[src/rtl/wrp_pkg.sv]
package wrp_pkg;
  parameter int unsigned WRP_LANES   = 4;
  parameter int unsigned WRP_ENTRIES = 4;
  parameter int unsigned WRP_PC_W    = 8;
  parameter int unsigned WRP_WID_W   = 3;
endpackage

[src/rtl/wrp_slot_find.sv]
module wrp_slot_find #(
  parameter int unsigned ENTRIES = 4,
  parameter int unsigned PC_W    = 8,
  parameter int unsigned LANES   = 4,
  localparam int unsigned IDX_W  = $clog2(ENTRIES)
) (
  input  logic [ENTRIES-1:0]       occ_i,
  input  logic [ENTRIES-1:0]       merge_ok_i,
  input  logic [ENTRIES*PC_W-1:0]  pc_i,
  input  logic [ENTRIES*LANES-1:0] mask_i,
  input  logic [PC_W-1:0]          req_pc_i,
  input  logic [LANES-1:0]         req_mask_i,
  output logic                     hit_o,
  output logic [IDX_W-1:0]         hit_idx_o,
  output logic                     free_o,
  output logic [IDX_W-1:0]         free_idx_o
);
  logic [ENTRIES-1:0] cand;

  for (genvar e = 0; e < ENTRIES; e++) begin : g_cand
    assign cand[e] = occ_i[e] & merge_ok_i[e]
                   & (pc_i[e*PC_W +: PC_W] == req_pc_i)
                   & ~(|(mask_i[e*LANES +: LANES] & req_mask_i));
  end

  always_comb begin
    hit_o      = 1'b0;
    hit_idx_o  = '0;
    free_o     = 1'b0;
    free_idx_o = '0;
    for (int e = ENTRIES - 1; e >= 0; e--) begin
      if (cand[e]) begin
        hit_o     = 1'b1;
        hit_idx_o = IDX_W'(e);
      end
      if (!occ_i[e]) begin
        free_o     = 1'b1;
        free_idx_o = IDX_W'(e);
      end
    end
  end
endmodule

[src/rtl/wrp_majority_pick.sv]
module wrp_majority_pick #(
  parameter int unsigned ENTRIES = 4,
  parameter int unsigned PC_W    = 8,
  parameter int unsigned LANES   = 4,
  localparam int unsigned IDX_W  = $clog2(ENTRIES),
  localparam int unsigned CNT_W  = $clog2(LANES + 1),
  localparam int unsigned TOT_W  = $clog2(ENTRIES * LANES + 1)
) (
  input  logic [ENTRIES-1:0]       occ_i,
  input  logic [ENTRIES*PC_W-1:0]  pc_i,
  input  logic [ENTRIES*LANES-1:0] mask_i,
  output logic                     any_o,
  output logic [IDX_W-1:0]         sel_o
);
  logic [ENTRIES-1:0][CNT_W-1:0] cnt;
  logic [ENTRIES-1:0][TOT_W-1:0] tot;
  logic [TOT_W-1:0]              best;

  always_comb begin
    for (int e = 0; e < ENTRIES; e++) begin
      cnt[e] = '0;
      if (occ_i[e]) begin
        for (int l = 0; l < LANES; l++) begin
          cnt[e] = cnt[e] + CNT_W'(mask_i[e*LANES + l]);
        end
      end
    end
  end

  always_comb begin
    for (int i = 0; i < ENTRIES; i++) begin
      tot[i] = '0;
      for (int j = 0; j < ENTRIES; j++) begin
        if (occ_i[j] && (pc_i[j*PC_W +: PC_W] == pc_i[i*PC_W +: PC_W])) begin
          tot[i] = tot[i] + TOT_W'(cnt[j]);
        end
      end
    end
  end

  always_comb begin
    any_o = 1'b0;
    sel_o = '0;
    best  = '0;
    for (int i = 0; i < ENTRIES; i++) begin
      if (occ_i[i] && (!any_o || (tot[i] > best))) begin
        any_o = 1'b1;
        sel_o = IDX_W'(i);
        best  = tot[i];
      end
    end
  end
endmodule

[src/rtl/wrp_regroup_pool.sv]
module wrp_regroup_pool #(
  parameter int unsigned LANES   = wrp_pkg::WRP_LANES,
  parameter int unsigned ENTRIES = wrp_pkg::WRP_ENTRIES,
  parameter int unsigned PC_W    = wrp_pkg::WRP_PC_W,
  parameter int unsigned WID_W   = wrp_pkg::WRP_WID_W,
  localparam int unsigned IDX_W  = $clog2(ENTRIES),
  localparam int unsigned LW_W   = LANES * WID_W
) (
  input  logic             clk,
  input  logic             rst_n,
  input  logic             br_valid,
  output logic             br_ready,
  input  logic [PC_W-1:0]  tgt_a_pc,
  input  logic [LANES-1:0] tgt_a_mask,
  input  logic [PC_W-1:0]  tgt_b_pc,
  input  logic [LANES-1:0] tgt_b_mask,
  input  logic [LW_W-1:0]  br_wids,
  output logic             iss_valid,
  input  logic             iss_ready,
  output logic [PC_W-1:0]  iss_pc,
  output logic [LANES-1:0] iss_mask,
  output logic [LW_W-1:0]  iss_wids,
  output logic             pool_full
);
  // reset: asserted asynchronously, released through two flops
  logic rst_s1_q, rst_s2_q;
  always_ff @(posedge clk or negedge rst_n) begin
    if (!rst_n) begin
      rst_s1_q <= 1'b0;
      rst_s2_q <= 1'b0;
    end else begin
      rst_s1_q <= 1'b1;
      rst_s2_q <= rst_s1_q;
    end
  end

  logic [ENTRIES-1:0]            occ_q, occ_d, occ_m, occ_f;
  logic [ENTRIES-1:0][PC_W-1:0]  pc_q,  pc_d,  pc_m,  pc_f;
  logic [ENTRIES-1:0][LANES-1:0] msk_q, msk_d, msk_m, msk_f;
  logic [ENTRIES-1:0][LW_W-1:0]  wid_q, wid_d, wid_m, wid_f;

  function automatic logic [LW_W-1:0] lane_merge(
    input logic [LW_W-1:0] old_w, input logic [LW_W-1:0] new_w,
    input logic [LANES-1:0] sel);
    logic [LW_W-1:0] r;
    for (int l = 0; l < LANES; l++) begin
      r[l*WID_W +: WID_W] = sel[l] ? new_w[l*WID_W +: WID_W] : old_w[l*WID_W +: WID_W];
    end
    return r;
  endfunction

  // issue selection
  logic             iss_any, iss_fire;
  logic [IDX_W-1:0] sel_idx;
  logic [ENTRIES-1:0] merge_ok;

  wrp_majority_pick #(.ENTRIES(ENTRIES), .PC_W(PC_W), .LANES(LANES)) u_pick (
    .occ_i (occ_q), .pc_i (pc_q), .mask_i (msk_q),
    .any_o (iss_any), .sel_o (sel_idx)
  );

  assign iss_valid = iss_any;
  assign iss_pc    = pc_q[sel_idx];
  assign iss_mask  = msk_q[sel_idx];
  assign iss_wids  = wid_q[sel_idx];
  assign iss_fire  = iss_valid & iss_ready;
  assign merge_ok  = iss_fire ? ~(ENTRIES'(1) << sel_idx) : '1;
  assign pool_full = &occ_q;

  // first target against the current pool
  logic             hit_a, free_a, need_a, ok_a;
  logic [IDX_W-1:0] hit_idx_a, free_idx_a, idx_a;

  wrp_slot_find #(.ENTRIES(ENTRIES), .PC_W(PC_W), .LANES(LANES)) u_find_a (
    .occ_i (occ_q), .merge_ok_i (merge_ok), .pc_i (pc_q), .mask_i (msk_q),
    .req_pc_i (tgt_a_pc), .req_mask_i (tgt_a_mask),
    .hit_o (hit_a), .hit_idx_o (hit_idx_a), .free_o (free_a), .free_idx_o (free_idx_a)
  );

  assign need_a = |tgt_a_mask;
  assign ok_a   = ~need_a | hit_a | free_a;
  assign idx_a  = hit_a ? hit_idx_a : free_idx_a;

  always_comb begin
    occ_m = occ_q;
    pc_m  = pc_q;
    msk_m = msk_q;
    wid_m = wid_q;
    if (need_a && ok_a) begin
      occ_m[idx_a] = 1'b1;
      pc_m[idx_a]  = tgt_a_pc;
      if (hit_a) begin
        msk_m[idx_a] = msk_q[idx_a] | tgt_a_mask;
        wid_m[idx_a] = lane_merge(wid_q[idx_a], br_wids, tgt_a_mask);
      end else begin
        msk_m[idx_a] = tgt_a_mask;
        wid_m[idx_a] = lane_merge('0, br_wids, tgt_a_mask);
      end
    end
  end

  // second target against the pool as left by the first
  logic             hit_b, free_b, need_b, ok_b;
  logic [IDX_W-1:0] hit_idx_b, free_idx_b, idx_b;

  wrp_slot_find #(.ENTRIES(ENTRIES), .PC_W(PC_W), .LANES(LANES)) u_find_b (
    .occ_i (occ_m), .merge_ok_i (merge_ok), .pc_i (pc_m), .mask_i (msk_m),
    .req_pc_i (tgt_b_pc), .req_mask_i (tgt_b_mask),
    .hit_o (hit_b), .hit_idx_o (hit_idx_b), .free_o (free_b), .free_idx_o (free_idx_b)
  );

  assign need_b = |tgt_b_mask;
  assign ok_b   = ~need_b | hit_b | free_b;
  assign idx_b  = hit_b ? hit_idx_b : free_idx_b;

  always_comb begin
    occ_f = occ_m;
    pc_f  = pc_m;
    msk_f = msk_m;
    wid_f = wid_m;
    if (need_b && ok_b) begin
      occ_f[idx_b] = 1'b1;
      pc_f[idx_b]  = tgt_b_pc;
      if (hit_b) begin
        msk_f[idx_b] = msk_m[idx_b] | tgt_b_mask;
        wid_f[idx_b] = lane_merge(wid_m[idx_b], br_wids, tgt_b_mask);
      end else begin
        msk_f[idx_b] = tgt_b_mask;
        wid_f[idx_b] = lane_merge('0, br_wids, tgt_b_mask);
      end
    end
  end

  assign br_ready = ok_a & ok_b;

  // next state
  logic accept;
  assign accept = br_valid & br_ready;

  always_comb begin
    occ_d = occ_q;
    pc_d  = pc_q;
    msk_d = msk_q;
    wid_d = wid_q;
    if (accept) begin
      occ_d = occ_f;
      pc_d  = pc_f;
      msk_d = msk_f;
      wid_d = wid_f;
    end
    if (iss_fire) begin
      occ_d[sel_idx] = 1'b0;
    end
  end

  logic upd_en;
  assign upd_en = accept | iss_fire;

  always_ff @(posedge clk or negedge rst_s2_q) begin
    if (!rst_s2_q) begin
      occ_q <= '0;
      pc_q  <= '0;
      msk_q <= '0;
      wid_q <= '0;
    end else if (upd_en) begin
      occ_q <= occ_d;
      pc_q  <= pc_d;
      msk_q <= msk_d;
      wid_q <= wid_d;
    end
  end
endmodule

[config.mk]
export PLATFORM = sky130hd
export DESIGN_NAME = wrp_regroup_pool
export DESIGN_NICKNAME = d
export VERILOG_FILES = /design/src/rtl/wrp_pkg.sv /design/src/rtl/wrp_slot_find.sv /design/src/rtl/wrp_majority_pick.sv /design/src/rtl/wrp_regroup_pool.sv
export SDC_FILE = /design/constraint.sdc
export NUM_CORES = 1
export LEC_CHECK = 0
export BUFFER_PORTS_ARGS = -buffer_cell sky130_fd_sc_hd__buf_2
export CORE_AREA = 2 2 218 220
export CTS_BUF_LIST = sky130_fd_sc_hd__clkbuf_4 sky130_fd_sc_hd__clkbuf_8
export CTS_CLUSTER_DIAMETER = 80
export DETAILED_ROUTE_END_ITERATION = 10
export DIE_AREA = 0 0 220 222
export GPL_TIMING_DRIVEN = 0
export PLACE_DENSITY = 0.42
export SLEW_MARGIN = 20
export SYNTH_ARGS = -nofsm -noshare
export SYNTH_HDL_FRONTEND = slang
export SYNTH_SLANG_ARGS = --single-unit
[constraint.sdc]
create_clock -name clk -period 18.4 [get_ports clk]
set_input_delay 3.68 -clock clk [delete_from_list [all_inputs] [get_ports clk]]
set_output_delay 3.68 -clock clk [all_outputs]
set_load 0.005 [all_outputs]
==> results.md <==
Place:
- The worst setup slack after placement is -0.0118 ns.
- The number of input and output port buffers inserted is 53.
- Detailed placement finished with a half-perimeter wire length of 48.9 mm.
- At the end of routability-driven placement, the weighted congestion stood at 0.967.

Routing:
- In the final routed layout, each cell accounts on average for 28.2 µm.
- The first TritonRoute pass finished after 6 iterations.
- The number of vias after detailed routing is 14.2k.
- In the routed design, unresolved DRC markers number 0.
- The total wire length is 66.4 mm.
- In this run, the number of DRC markers left after iteration 0 of detailed routing was 1804.
- The routed via count divided by cell count is 6.01.
- Once detail routing completed, the nets flagged for antenna violations numbered 0.

Clock network:
- The total clock buffers created by CTS is 9.
- The CTS tree is done.
- CTS saw 102 sinks.
- The clock passes through at most 2 buffers.
- The root buffer selected by CTS is clkbuf_8.
- Clock-pin slew was measured on the worst setup and hold paths at 0.12 ns.
- CTS built an H-tree with a depth of 3.
- Buffers inserted to repair hold after CTS numbered 0.
- The clock latency on the worst-skew pair is 0.45 ns.

Critical path:
- The cell count of the worst reg-to-reg path is 51.
- The startpoint identified for the worst register-to-register timing path is msk_q[4].
- On the worst path, the slowest cell contributes a delay of 0.61 ns.
- The worst setup slack for register-to-register paths is 3.12 ns.
- The master of the slowest instance on the critical path is a31oi_1.
- Data on the critical path is required at its endpoint by 14.72 ns.
- In this run the worst path has a maximum fanout of 10.
- The kind of launch point of the worst setup path is a flop.
- Broken down by cell family, the worst path's largest delay share belongs to compound AO/OA/AOI/OAI gates.
- The number of buffers and inverters on the critical path is 9.
- The type of the setup path with the least slack is flop to primary output.
- The cell depth of the worst setup path is 49.
- The worst setup path is captured at a primary output.
- The critical register-to-register path endpoint is pc_q[15].
- The arrival time of the worst setup path is 14.04 ns.

Timing:
- The transition time at the pin with the least slew margin is 1.17 ns.
- Based on the critical path, the design can be clocked at up to 56.4 MHz.
- The worst path meets setup with 0.683 ns of slack.
- The final number of max-transition violations is 0.
- Headroom to the max-slew limit came out at 21.4%.
- The setup clock skew after layout is 0.0187 ns.
- The aggregate negative setup slack is 0 ns.
- Setup violations remaining at the end of the flow were counted as 0.
- The count of final hold-check violations was 0.
- The minimum clock period is 17.72 ns.
- Setup repair after global routing left no endpoint under its margin.
- In the finished design, the share of the clock period the worst path needs comes to 96.3%.

Global routing:
- The via count of the first global-routing pass is 13.5k.
- The number of antenna violations at the first check in global routing was 1.
- The global-route wire length before repair is 95.3 mm.
- The global-route usage over all layers is 26.9%.
- The overflow left after global routing is 0.
- Entering global routing, the biggest net connects 42 pins.

Synthesis:
- The count of distinct cell types in the synthesized netlist is 95.
- The Yosys warning count is 0.
- Synthesis produced 1676 cells.
- The number of nets produced by synthesis is 1791.
- Summing the sequential cell areas from Yosys gives 20.5% of the chip area.
- The share of synthesized registers carrying an async set or reset is 100%.
- In the synthesized netlist the dominant register cell turns out to be dfrtp_1.
- The cell area that synthesis handed to floorplanning was 12400 µm².
- The count of state elements after synthesis is 102.
- The synthesized design contains 0 enable-type register cells.
- The average cell area after synthesis is 7.43 µm².

Floorplan:
- Measured along the y axis, the die boundary spans 222 µm.
- The die covers 48800 µm².
- The die is 220 µm wide.
- The floorplan step defined a core boundary enclosing 46300 µm².
- The number of ports placed on the die boundary is 67.
- After floorplanning, the core was divided into 79 placement rows.
- The starting density of the core is 26.9%.

Finish:
- The repair_antennas step left the layout with diodes totalling 0.
- Of the cells placed in the final design, the portion with a size suffix greater than 1 is 10.7%.
- The post-layout net count is 1861.
- The layout-stage area growth over the synthesis result is 11.1%.

Min path:
- The path class of the lowest-slack min-delay path is flop to asynchronous set/reset pin.

Run status:
- The run finished with clean final reports.

Run:
- The number of max-cap violations is 0.
==> cell type report <==
cell class | count | area (µm²)
Fill cell | 5107 | 32400
Multi-Input combinational cell | 1372 | 9110
Sequential cell | 102 | 2560
Tap cell | 607 | 759
Buffer | 146 | 626
Timing Repair Buffer | 60 | 355
Inverter | 55 | 206
Clock buffer | 10 | 131
Clock inverter | 6 | 86.3
==> synth_stat cells (all sizes together) (16+ instances only) <==
| library cell | number | share of area (%) |
|---|---|---|
| a21oi | 217 | 9.1 |
| nand2 | 200 | 6.1 |
| nor2 | 151 | 4.7 |
| dfrtp | 102 | 21 |
| clkbuf | 95 | 2.9 |
| xnor2 | 89 | 6.3 |
| o21ai | 82 | 3.3 |
| ha | 59 | 5.9 |
| inv | 55 | 1.7 |
| buf | 52 | 2.1 |
| o22ai | 50 | 2.5 |
| xor2 | 42 | 3.0 |
| nand3 | 37 | 1.5 |
| nor3 | 32 | 1.3 |
| nand4 | 29 | 1.5 |
| o32ai | 29 | 2.0 |
| a21o | 26 | 1.6 |
| mux2i | 24 | 1.9 |
| a22oi | 22 | 1.3 |
| mux2 | 22 | 2.0 |
| fa | 16 | 2.6 |
==> routing by layer <==
layer	vias to the layer above	global-route usage (%)	wire length (µm)	share of wire, %
li1	6246	-	-	-
met1	6956	36.4	28100	42
met2	776	41.7	29500	44
met3	187	4.16	5440	8.2
met4	2	13.1	3330	5.0
met5	-	0	13	0.020
==> worst register-to-register path, delay by kind of cell (launching register included) <==
kind | cells | cell delay, ns
flops | 1 | 0.59
compound gates | 19 | 5.33
mux | 1 | 0.31
fa+ha+maj | 9 | 3.16
buf+inv | 10 | 3.35
simple gates | 12 | 2.44
==> stage by stage <==
step           hold WS, ns  std cells  cell area (µm²)  util (%)
2_1_floorplan        0.331       1676            12400         -
3_3_place_gp         0.337       2336            13500      29.1
3_5_place_dp         0.272       2340            13600      29.3
4_1_cts              0.284       2356            13800      29.8
5_1_grt              0.307       2358            13800      29.9
6_report             0.269       2358            13800      29.9
==> how the worst max path moves through the flow <==
| stage | startpoint | endpoint | slack, ns |
|---|---|---|---|
| after floorplan | msk_q[4] | br_ready | 4.13 |
| after global placement | occ_q[1] | br_ready | -0.31 |
| after detailed placement | occ_q[1] | br_ready | -0.01 |
| after CTS | occ_q[1] | br_ready | 0.04 |
| after global routing | msk_q[4] | br_ready | 0.004 |
| final | msk_q[4] | br_ready | 0.68 |
==> placed cells by master (no fill, tap or decap), types with 16 or more instances in the layout <==
cell type	n
nor2_1	147
ha_1	59
nor3_1	30
mux2i_1	24
nand4_1	29
nand2_1	198
xor2_1	42
a21oi_1	211
dfrtp_1	101
buf_2	91
o21ai_0	72
clkbuf_1	88
fa_1	16
o22ai_1	50
mux2_2	22
nand3_1	37
xnor2_1	88
inv_1	55
a21o_1	26
a22oi_1	22
o32ai_1	29
==> logic make-up (layout without fill, tap and decap cells) <==
group | count (synthesis) | count (layout) | synth area share (%)
AOI/OAI and AO/OA | 592 | 592 | 31.8
and+or+nand+nor | 527 | 527 | 19.4
buffers and inverters | 202 | 277 | 6.65
xor gates and xnor gates | 131 | 131 | 9.28
DFF | 102 | 102 | 20.5
adders and majority gates | 75 | 75 | 8.51
muxes | 46 | 46 | 3.92
other | 1 | 1 | 0.0301
==> state kept, by name (all words and copies together), names as in the netlist <==
signal    cells
pc_q         32
rst_s2_q      1
occ_q         4
msk_q        16
wid_q        48
rst_s1_q      1
==> repair_timing <==
item,4_1_cts,5_1_grt
setup buffers,0,3
setup endpoints to repair,1,1
pin swaps,0,1
resized for setup,3,19
Power is left out: the tool's default activity adds up to more than one toggle a clock period on the data nets, which glitch-free logic cannot reach.
